==> src/rtl/ts_descr_pkg.sv <==
package ts_descr_pkg;
  localparam int LFSR_W    = 15;
  localparam int BYTE_W    = 8;
  localparam logic [LFSR_W-1:0] SEED_RST = 15'h00A9;

  typedef enum logic {
    REG_CTRL = 1'b0,
    REG_SEED = 1'b1
  } reg_sel_e;
endpackage

==> src/rtl/ts_descr_cfg.sv <==
module ts_descr_cfg
  import ts_descr_pkg::*;
#(
  parameter int                SEED_W  = LFSR_W,
  parameter logic [SEED_W-1:0] SEED_DF = SEED_RST
) (
  input  logic              clk_i,
  input  logic              rst_ni,
  input  logic              we_i,
  input  logic              addr_i,
  input  logic [SEED_W-1:0] wdata_i,
  output logic              bypass_o,
  output logic [SEED_W-1:0] seed_o
);
  logic we_ctrl, we_seed;
  assign we_ctrl = we_i && (reg_sel_e'(addr_i) == REG_CTRL);
  assign we_seed = we_i && (reg_sel_e'(addr_i) == REG_SEED);

  always_ff @(posedge clk_i or negedge rst_ni) begin
    if (!rst_ni) begin
      bypass_o <= 1'b0;
      seed_o   <= SEED_DF;
    end else begin
      if (we_ctrl) bypass_o <= wdata_i[0];
      if (we_seed) seed_o   <= wdata_i;
    end
  end

  AST_SEED_WRITE: assert property (@(posedge clk_i) disable iff (!rst_ni)
    $past(we_seed) |-> seed_o == $past(wdata_i));
  AST_CTRL_WRITE: assert property (@(posedge clk_i) disable iff (!rst_ni)
    $past(we_ctrl) |-> bypass_o == $past(wdata_i[0]));
endmodule

==> src/rtl/ts_prbs_gen.sv <==
module ts_prbs_gen
  import ts_descr_pkg::*;
#(
  parameter int               W      = LFSR_W,
  parameter int               STEPS  = BYTE_W,
  parameter logic [W-1:0]     RST_ST = SEED_RST
) (
  input  logic             clk_i,
  input  logic             rst_ni,
  input  logic             load_i,
  input  logic             adv_i,
  input  logic [W-1:0]     seed_i,
  output logic [STEPS-1:0] prbs_o
);
  localparam int TAP_HI = W - 1;
  localparam int TAP_LO = W - 2;

  logic [W-1:0] state_q;
  logic [W-1:0] chain [STEPS+1];
  logic [STEPS-1:0] fb;

  assign chain[0] = state_q;

  for (genvar k = 0; k < STEPS; k++) begin : g_step
    assign fb[k]         = chain[k][TAP_LO] ^ chain[k][TAP_HI];
    assign chain[k+1]    = {chain[k][W-2:0], fb[k]};
    assign prbs_o[STEPS-1-k] = fb[k];
  end

  always_ff @(posedge clk_i or negedge rst_ni) begin
    if (!rst_ni)     state_q <= RST_ST;
    else if (load_i) state_q <= seed_i;
    else if (adv_i)  state_q <= chain[STEPS];
  end

  AST_GEN_HOLD: assert property (@(posedge clk_i) disable iff (!rst_ni)
    (!$past(load_i) && !$past(adv_i)) |-> $stable(state_q));
  AST_GEN_LOAD: assert property (@(posedge clk_i) disable iff (!rst_ni)
    $past(load_i) |-> state_q == $past(seed_i));
  AST_GEN_EXCL: assert property (@(posedge clk_i) disable iff (!rst_ni)
    !(load_i && adv_i));
endmodule

==> src/rtl/ts_descrambler.sv <==
module ts_descrambler
  import ts_descr_pkg::*;
#(
  parameter int                SEED_W  = LFSR_W,
  parameter int                DATA_W  = BYTE_W,
  parameter logic [SEED_W-1:0] SEED_DF = SEED_RST
) (
  input  logic              clk_i,
  input  logic              rst_ni,
  input  logic              cfg_we_i,
  input  logic              cfg_addr_i,
  input  logic [SEED_W-1:0] cfg_wdata_i,
  input  logic              valid_i,
  input  logic [DATA_W-1:0] data_i,
  input  logic              sop_i,
  input  logic              inv_sync_i,
  output logic              valid_o,
  output logic [DATA_W-1:0] data_o,
  output logic              sop_o,
  output logic              inv_sync_o
);
  logic              bypass;
  logic [SEED_W-1:0] seed;
  logic [DATA_W-1:0] prbs;
  logic              is_sync, gen_load, gen_adv, do_xor;
  logic              primed_q;

  ts_descr_cfg #(.SEED_W(SEED_W), .SEED_DF(SEED_DF)) i_cfg (
    .clk_i    (clk_i),
    .rst_ni   (rst_ni),
    .we_i     (cfg_we_i),
    .addr_i   (cfg_addr_i),
    .wdata_i  (cfg_wdata_i),
    .bypass_o (bypass),
    .seed_o   (seed)
  );

  assign is_sync  = valid_i && sop_i;
  assign gen_load = is_sync && inv_sync_i && !bypass;
  assign gen_adv  = valid_i && !bypass && !gen_load;
  assign do_xor   = valid_i && !sop_i && !bypass;

  ts_prbs_gen #(.W(SEED_W), .STEPS(DATA_W), .RST_ST(SEED_DF)) i_gen (
    .clk_i  (clk_i),
    .rst_ni (rst_ni),
    .load_i (gen_load),
    .adv_i  (gen_adv),
    .seed_i (seed),
    .prbs_o (prbs)
  );

  always_ff @(posedge clk_i or negedge rst_ni) begin
    if (!rst_ni) begin
      valid_o    <= 1'b0;
      data_o     <= '0;
      sop_o      <= 1'b0;
      inv_sync_o <= 1'b0;
      primed_q   <= 1'b0;
    end else begin
      valid_o    <= valid_i;
      data_o     <= do_xor ? (data_i ^ prbs) : data_i;
      sop_o      <= sop_i;
      inv_sync_o <= inv_sync_i;
      primed_q   <= 1'b1;
    end
  end

  AST_LAT_VALID: assert property (@(posedge clk_i) disable iff (!rst_ni)
    primed_q |-> (valid_o == $past(valid_i) && sop_o == $past(sop_i)));
  AST_SYNC_CLEAR: assert property (@(posedge clk_i) disable iff (!rst_ni)
    (primed_q && valid_o && sop_o) |-> data_o == $past(data_i));
  AST_BYPASS_PASS: assert property (@(posedge clk_i) disable iff (!rst_ni)
    (primed_q && valid_o && $past(bypass)) |-> data_o == $past(data_i));
endmodule

==> config.mk <==
export PLATFORM = sky130hd
export DESIGN_NAME = ts_descrambler
export DESIGN_NICKNAME = d
export VERILOG_FILES = /design/src/rtl/ts_descr_pkg.sv /design/src/rtl/ts_descr_cfg.sv /design/src/rtl/ts_prbs_gen.sv /design/src/rtl/ts_descrambler.sv
export SDC_FILE = /design/constraint.sdc
export NUM_CORES = 1
export LEC_CHECK = 0
export ABC_AREA = 1
export BUFFER_PORTS_ARGS = -buffer_cell sky130_fd_sc_hd__buf_2
export CORE_UTILIZATION = 59
export CTS_CLUSTER_DIAMETER = 30
export DETAILED_ROUTE_END_ITERATION = 6
export GPL_ROUTABILITY_DRIVEN = 0
export PLACE_DENSITY = 0.93
export SYNTH_ARGS = -nofsm -noshare
export SYNTH_HDL_FRONTEND = slang
export SYNTH_HIERARCHICAL = 1
export SYNTH_SLANG_ARGS = --single-unit
export TNS_END_PERCENT = 5
==> constraint.sdc <==
create_clock -name clk_i -period 2.35 [get_ports clk_i]
set_input_delay 0.47 -clock clk_i [delete_from_list [all_inputs] [get_ports clk_i]]
set_output_delay 0.47 -clock clk_i [all_outputs]
set_load 0.1 [all_outputs]
==> summary.md, run 1 <==
| Metric | Value |
|---|---|
| Status | finished clean |
| Routed vias | 1,774 |
| # clock sinks | 42 |
| Longest Clk Path Bufs | 2 |
| Routed Antenna Nets | 0 |
| Critical Path Sink Type | register |
| CP Depth | 8 |
| Fin nets | 348 |
| Worst-margin pin slew | 0.878 ns |
| Synth Cell Area | 2200 um2 |
| Clock transition at path regs | 0.08 ns |
| Initial antenna violation count | 0 |
| Post-synthesis sequential area ratio | 48.1% |
| Root Buffer | clkbuf_8 |
| PostCTS Resize Cnt | 0 |
| Final Max Tran Viols | 0 |
| CTS Hold Bufs | 0 |
| FF/Latch Area | 1060 um2 |
| Starting Density | 63.6% |
| Worst Reg-to-Reg Cells | 8 |
| Max Fclk | 639 MHz |
| Critical R2R Launch | i_cfg/bypass_o |
| Worst path cell trace | inv_2, nand2_1, nor2_1, nor2_1, inv_2, nor2_4, nand3_1, nand2_1 |
| Row count | 21 |
| Area delta synth->final | 11.0% |
| Maxcap violations | 0 |
| Clock skew | 0.00991 ns |
| First-pass GRT wire length | 6.73 mm |
| CP delay by family, top | simple AND/OR/NAND/NOR gates |
| Predominant post-synthesis flop cell | dfrtp_1 |
| GRT Util Overall | 22.0% |
| Fillers | 289 |
| Grt total ovfl | 0 |
| Die H | 63.1 um |
| Cell Pwr Density | 958 nW/um2 |
| Mapped Avg Cell Area | 7.90 um2 |
| Clock H-tree levels | 2 |
| Crit start category | register |
| YS warnings | 6 |
| Vias in the first global route | 1,595 |
| PortBufs | 40 |
| Share of cells above drive strength 1 | 25.7% |
| Synthesized flop and latch total | 42 |
| CP bufs+invs | 2 |
| Peak VDD IR | 0.461 mV |
| CTS tree | yes |
| RSZ-0062 raised after global routing | false |
| Die area | 3990 um2 |
| Post-CTS Setup Repair Bufs | 0 |
| Critical path's slowest cell | dfrtp_1 |
| Drt via density | 4.86 |
| HPWL after DPL | 2.80 mm |
| Residual DRC | 0 |
| Crit path kind | reg2reg |
| Synth Instances | 279 |
| Post-layout util | 70.6% |
| Drt wl/cell | 10.4 um |
| Slew margin rel. | 41.5% |
| LEAKAGE | 1.44 nW |
| Min Clock Period, post-route | 1.56 ns |
| Crit path DAT | 1.80 ns |
| CTS Buf Count | 5 |
| DIE WIDTH | 63.1 um |
| Tcrit/Tclk final | 66.6% |
| Number of flops mapped to enable cells by yosys | 0 |
| I/O Pins | 41 |
| CORE AREA | 3470 um2 |
| Initial DRC Count | 81 |
| Overall routed net length | 3.79 mm |
| Final setup violating endpoints | 0 |
| Hold WC Path Type | in2async |
| Slowest stage delay, CP | 0.46 ns |
| Largest net degree at the start of global routing | 43 |
| Worst skew pair latency | 0.30 ns |
| Initial DRT Pass Iterations | 4 |
| Synthesized net count | 309 |
| Crit Path Max Fanout | 15 |
| Antenna diode count | 0 |
| Fraction of registers with async set/reset | 100% |
| Critical Path Source | i_cfg/bypass_o |
| Hold Fails Final Rpt | 0 |
| Multi-input gate area | 902 um2 |
| CP required | 2.59 ns |
| TNS Setup | 0 ns |
| Distinct cell type count after synthesis | 17 |
## kinds of logic after synthesis
| group | synth area share [%] |
|---|---|
| buffers and inverters | 11.0 |
| and+or+nand+nor | 38.6 |
| DFF | 48.1 |
| AOI/OAI and AO/OA | 2.33 |
## power by group
part           internal [W]  switching, W  total (W)
clock              0.000211      0.000239   0.000450
sequential         0.000927      0.000144    0.00107
combinational      0.000281      0.000543   0.000824
## per-layer routing
metal	global-route usage, %	wire [um]
met4	7.27	49
met2	37.5	1770
met3	6.52	189
met1	26.3	1780
met5	0	0
## cells in the mapped netlist, types with 3 or more instances
master     n  area, um2
nand3_2    8       80.1
and2_1     8       50.1
inv_2      3       11.3
nor2_4     3       33.8
buf_6      6       67.6
nand2_1  127        477
nand2_2   10       62.6
a21oi_1    5       25.0
a21oi_2    3       26.3
dfstp_2    8        210
inv_1     34        128
dfrtp_1   34        851
nand3_1   24        120
## per-stage QoR
stage	total power (W)	area [um2]	setup slack [ns]	instances	hold WS, ns
global placement	0.00187	2370	0.732	357	0.454
detailed placement	0.00191	2370	0.701	357	0.457
floorplan	0.00174	2200	0.997	279	0.174
CTS	0.00235	2450	0.785	365	0.280
global route	0.00252	2450	0.624	365	0.277
finish	0.00235	2450	0.785	365	0.280
## final timing paths
path / end / slack (ns)
worst max register to register: i_gen/state_q[2] / 0.79
worst min register to register: i_cfg/seed_o[5] / 0.46
max in group asynchronous: i_gen/state_q[8] / 1.51
min in group clk_i: inv_sync_o / 0.28
worst min-delay path: data_o[6] / 0.28
worst max-delay path: i_gen/state_q[2] / 0.79
## final cells by class
class                           instances  share of cell area (%)
Inverter                               37                    5.67
Sequential cell                        42                    43.4
Clock buffer                            8                    3.27
Timing Repair Buffer                   41                    8.49
Multi-Input combinational cell        191                    36.9
Tap cell                               46                    2.35
## state kept, by name, indices dropped and copies added, names as in the netlist
register / flops
data_o: 8
i_cfg/bypass_o: 1
i_cfg/seed_o: 15
i_gen/state_q: 15
inv_sync_o: 1
sop_o: 1
valid_o: 1
## worst register-to-register path: stages (launching register included)
cell and delay (ns):
dfrtp_1 0.46, inv_2 0.07, nand2_1 0.08, nor2_1 0.05
nor2_1 0.23, inv_2 0.08, nor2_4 0.29, nand3_1 0.16
nand2_1 0.10
## placed cells by master, fill, tap and decap left out
cell type	count
and2_1	8
clkbuf_8	5
a21oi_2	3
inv_2	3
clkbuf_1	3
buf_4	1
nand2_8	1
buf_2	40
nand3_1	24
nand3_2	8
nor2_1	2
nor2_4	3
nand2_2	10
nand2_1	127
dfstp_2	8
dfrtp_1	34
inv_1	34
a21oi_1	5
Power figures use the tool's default switching activity.
==> inputs of run 2 (changes only) <==
--- a/config.mk
+++ b/config.mk
@@ -7,11 +7,11 @@
 export LEC_CHECK = 0
 export ABC_AREA = 1
 export BUFFER_PORTS_ARGS = -buffer_cell sky130_fd_sc_hd__buf_2
-export CORE_UTILIZATION = 59
+export CORE_UTILIZATION = 55
 export CTS_CLUSTER_DIAMETER = 30
 export DETAILED_ROUTE_END_ITERATION = 6
 export GPL_ROUTABILITY_DRIVEN = 0
-export PLACE_DENSITY = 0.93
+export PLACE_DENSITY = 0.88
 export SYNTH_ARGS = -nofsm -noshare
 export SYNTH_HDL_FRONTEND = slang
 export SYNTH_HIERARCHICAL = 1
==> constraint.sdc (replaced) <==
create_clock -name clk_i -period 1.5 [get_ports clk_i]
set_input_delay 0.3 -clock clk_i [delete_from_list [all_inputs] [get_ports clk_i]]
set_output_delay 0.3 -clock clk_i [all_outputs]
set_load 0.1 [all_outputs]
==> run 2 against run 1 <==
Worst setup slack got worse by 0.74 ns. Clock-buffer cell count fell by 1. Clock power rose by 68%. Highest routed layer unchanged. Design area rose by 4.6%. Total power rose by 62%. Maximum frequency rose by 7.6%. Non-clock buffer count rose by 9. Largest cell class unchanged. Critical path depth rose by 1. Largest power group unchanged. Register-to-register slack got worse by 0.74 ns. Combinational power rose by 66%.
==> summary.md, run 2 (synthesis results as in run 1) <==
| Metric | Value |
|---|---|
| Starting Density | 58.9% (-4.7 points) |
| LEAKAGE | 1.49 nW (+4.1%) |
| Area delta synth->final | 16.1% |
| Clock power frac | 19.9% (+0.7 points) |
| Grt total ovfl | 0 (unchanged) |
| Post-Layout Cell Count | 376 (+3.0%) |
| CTS Buf Count | 5 (unchanged) |
| Commonest non-fill, non-tap cell in the layout | nand2_1 |
| Crit Path Max Fanout | 14 (-1) |
| Status | finished clean |
| Crit path DAT | 1.69 ns (-0.11 ns) |
| Maxcap violations | 0 (unchanged) |
| Worst hold start | inv_sync_i |
| CP required | 1.73 ns (-0.86 ns) |
| Hold Crit Depth | 1 |
| Reg2reg setup slack | 0.05 ns (-0.74 ns) |
| Antenna diode count | 0 (unchanged) |
| Fin nets | 357 (+2.6%) |
| Tcrit/Tclk final | 97.0% (+30 points) |
| # clock sinks | 42 (unchanged) |
| Row count | 22 (+4.8%) |
| Slew margin rel. | 67.9% (+26 points) |
| Clock transition at path regs | 0.08 ns (about the same) |
| Internal power | 0.00231 W (+62%) |
| Hold WC Path Type | in2reg |
| Worst-margin pin slew | 0.484 ns (-0.394 ns) |
| Worst Reg-to-Reg Cells | 9 (+1) |
| Sequential share of power | 43.9% (-1.8 points) |
| Largest regs | i_cfg/seed_o (15), i_gen/state_q (15), data_o (8) |
| Worst Hold Slack | 0.117 ns (-0.163 ns) |
| First-pass GRT wire length | 6.96 mm (+3.3%) |
| CORE AREA | 3740 um2 (+7.9%) |
| Critical Path Sink Type | register |
| Worst skew pair latency | 0.29 ns (about the same) |
| Die area | 4270 um2 (+7.0%) |
| HPWL after DPL | 2.80 mm (about the same) |
| Dpl cells | 361 (+1.1%) |
| Clock skew | 0.00379 ns (-0.00612 ns) |
| Crit path kind | reg2reg |
| Hold path endpoint | inv_sync_o |
| Peak VDD IR | 0.750 mV (+63%) |
| Final Max Tran Viols | 0 (unchanged) |
| Switching Fraction | 39.1% (-0.34 points) |
| Residual DRC | 0 (unchanged) |
| Highest-count cells in the layout ignoring fill and taps | nand2_1 (127), buf_2 (40), inv_1 (34), dfrtp_1 (34), nand3_1 (24) |
| Fillers | 302 (+4.5%) |
| Initial DRC Count | 102 (+26%) |
| Drt via density | 4.82 (-0.74%) |
| I/O Pins | 41 (unchanged) |
| Place WS | 0.0281 ns (-0.673 ns) |
| Root Buffer | clkbuf_8 |
| Largest net degree at the start of global routing | 43 (unchanged) |
| Routed Antenna Nets | 0 (unchanged) |
| P_sw | 0.00148 W (+60%) |
| Cell Pwr Density | 1480 nW/um2 (+54%) |
| Final WS setup | 0.0457 ns (-0.739 ns) |
| Initial antenna violation count | 0 (unchanged) |
| Drt wl/cell | 11.0 um (+6.2%) |
| TNS Setup | 0 ns (unchanged) |
| GRT Util Overall | 21.2% (-0.77 points) |
| Min Clock Period, post-route | 1.45 ns (-0.111 ns) |
| Share of cells above drive strength 1 | 28.0% (+2.3 points) |
| Max Fclk | 688 MHz (+7.6%) |
| Reg2reg end | i_gen/state_q[6] |
| CTS tree | yes |
| Multi-input gate area | 902 um2 (unchanged) |
| FF/Latch Area | 1060 um2 (unchanged) |
| DIE WIDTH | 65.3 um (+3.5%) |
| Longest Clk Path Bufs | 2 (unchanged) |
| Final setup violating endpoints | 0 (unchanged) |
| PortBufs | 40 (unchanged) |
| Critical R2R Launch | i_cfg/bypass_o |
| Die H | 65.3 um (+3.5%) |
| Hold Fails Final Rpt | 0 (unchanged) |
| Routed vias | 1,814 (+2.3%) |
| Clock H-tree levels | 2 (unchanged) |
| Initial DRT Pass Iterations | 4 (unchanged) |
| Gate power share | 36.2% (+1.0 points) |
| Crit start category | register |
| Vias in the first global route | 1,668 (+4.6%) |
| Overall routed net length | 4.15 mm (+9.4%) |
-- run 2: worst max path at each step --
| stage | endpoint | depth (start not counted) | from |
|---|---|---|---|
| after floorplan | i_gen/state_q[1] | 9 | i_cfg/bypass_o |
| after global placement | i_gen/state_q[2] | 8 | valid_i |
| after detailed placement | i_gen/state_q[2] | 8 | valid_i |
| after CTS | i_gen/state_q[6] | 7 | i_cfg/bypass_o |
| after global routing | i_gen/state_q[6] | 9 | i_cfg/bypass_o |
| final | i_gen/state_q[6] | 9 | i_cfg/bypass_o |
-- run 2: cell type report --
cell class | instances | share of cell area (%)
clock buffer | 7 | 3.37
multi-input combinational | 191 | 35.2
sequential | 42 | 41.4
tap | 48 | 2.35
timing repair buffer | 50 | 12.0
clock inverter | 1 | 0.196
inverter | 37 | 5.43
-- run 2: through the flow --
step                area (um2)  total power [W]  util, %
global placement          2400          0.00293     64.0
detailed placement        2400          0.00299     64.0
global route              2560          0.00407     68.4
floorplan                 2200          0.00272        -
finish                    2560          0.00379     68.4
CTS                       2500          0.00376     66.7
-- run 2: what timing repair did --
action                                  in CTS  in global routing
gates resized for setup                      0                  1
hold buffers                                 1                  0
setup buffers                                0                  6
hold endpoints to repair                    34                  0
endpoints found under the setup margin       0                 14
-- run 2: worst max-delay path: stages, from the launching register on --
cell     delay, ns
dfrtp_1       0.36
inv_2         0.05
nand2_1       0.07
nor2_1        0.06
nor2_1        0.27
inv_2         0.08
nor2_4        0.15
buf_12        0.15
nand3_1       0.10
nand2_1       0.10
-- run 2: power by group through the flow --
| stage | logic, W | clock network, W | registers, W |
|---|---|---|---|
| after global placement | 0.00126 | 0 | 0.00167 |
| after floorplan | 0.000839 | 0 | 0.00188 |
| after detailed placement | 0.00131 | 0 | 0.00168 |
| after global routing | 0.00154 | 0.000820 | 0.00170 |
| after CTS | 0.00133 | 0.000768 | 0.00166 |
| final | 0.00137 | 0.000755 | 0.00166 |
-- run 2: layer usage --
metal | track usage, % | vias to the layer above | wire (um)
met5 | 0 | - | 0
met4 | 7.34 | 0 | 44
met3 | 6.08 | 7 | 230
met2 | 35.2 | 53 | 2000
met1 | 26.2 | 815 | 1880
li1 | - | 939 | -
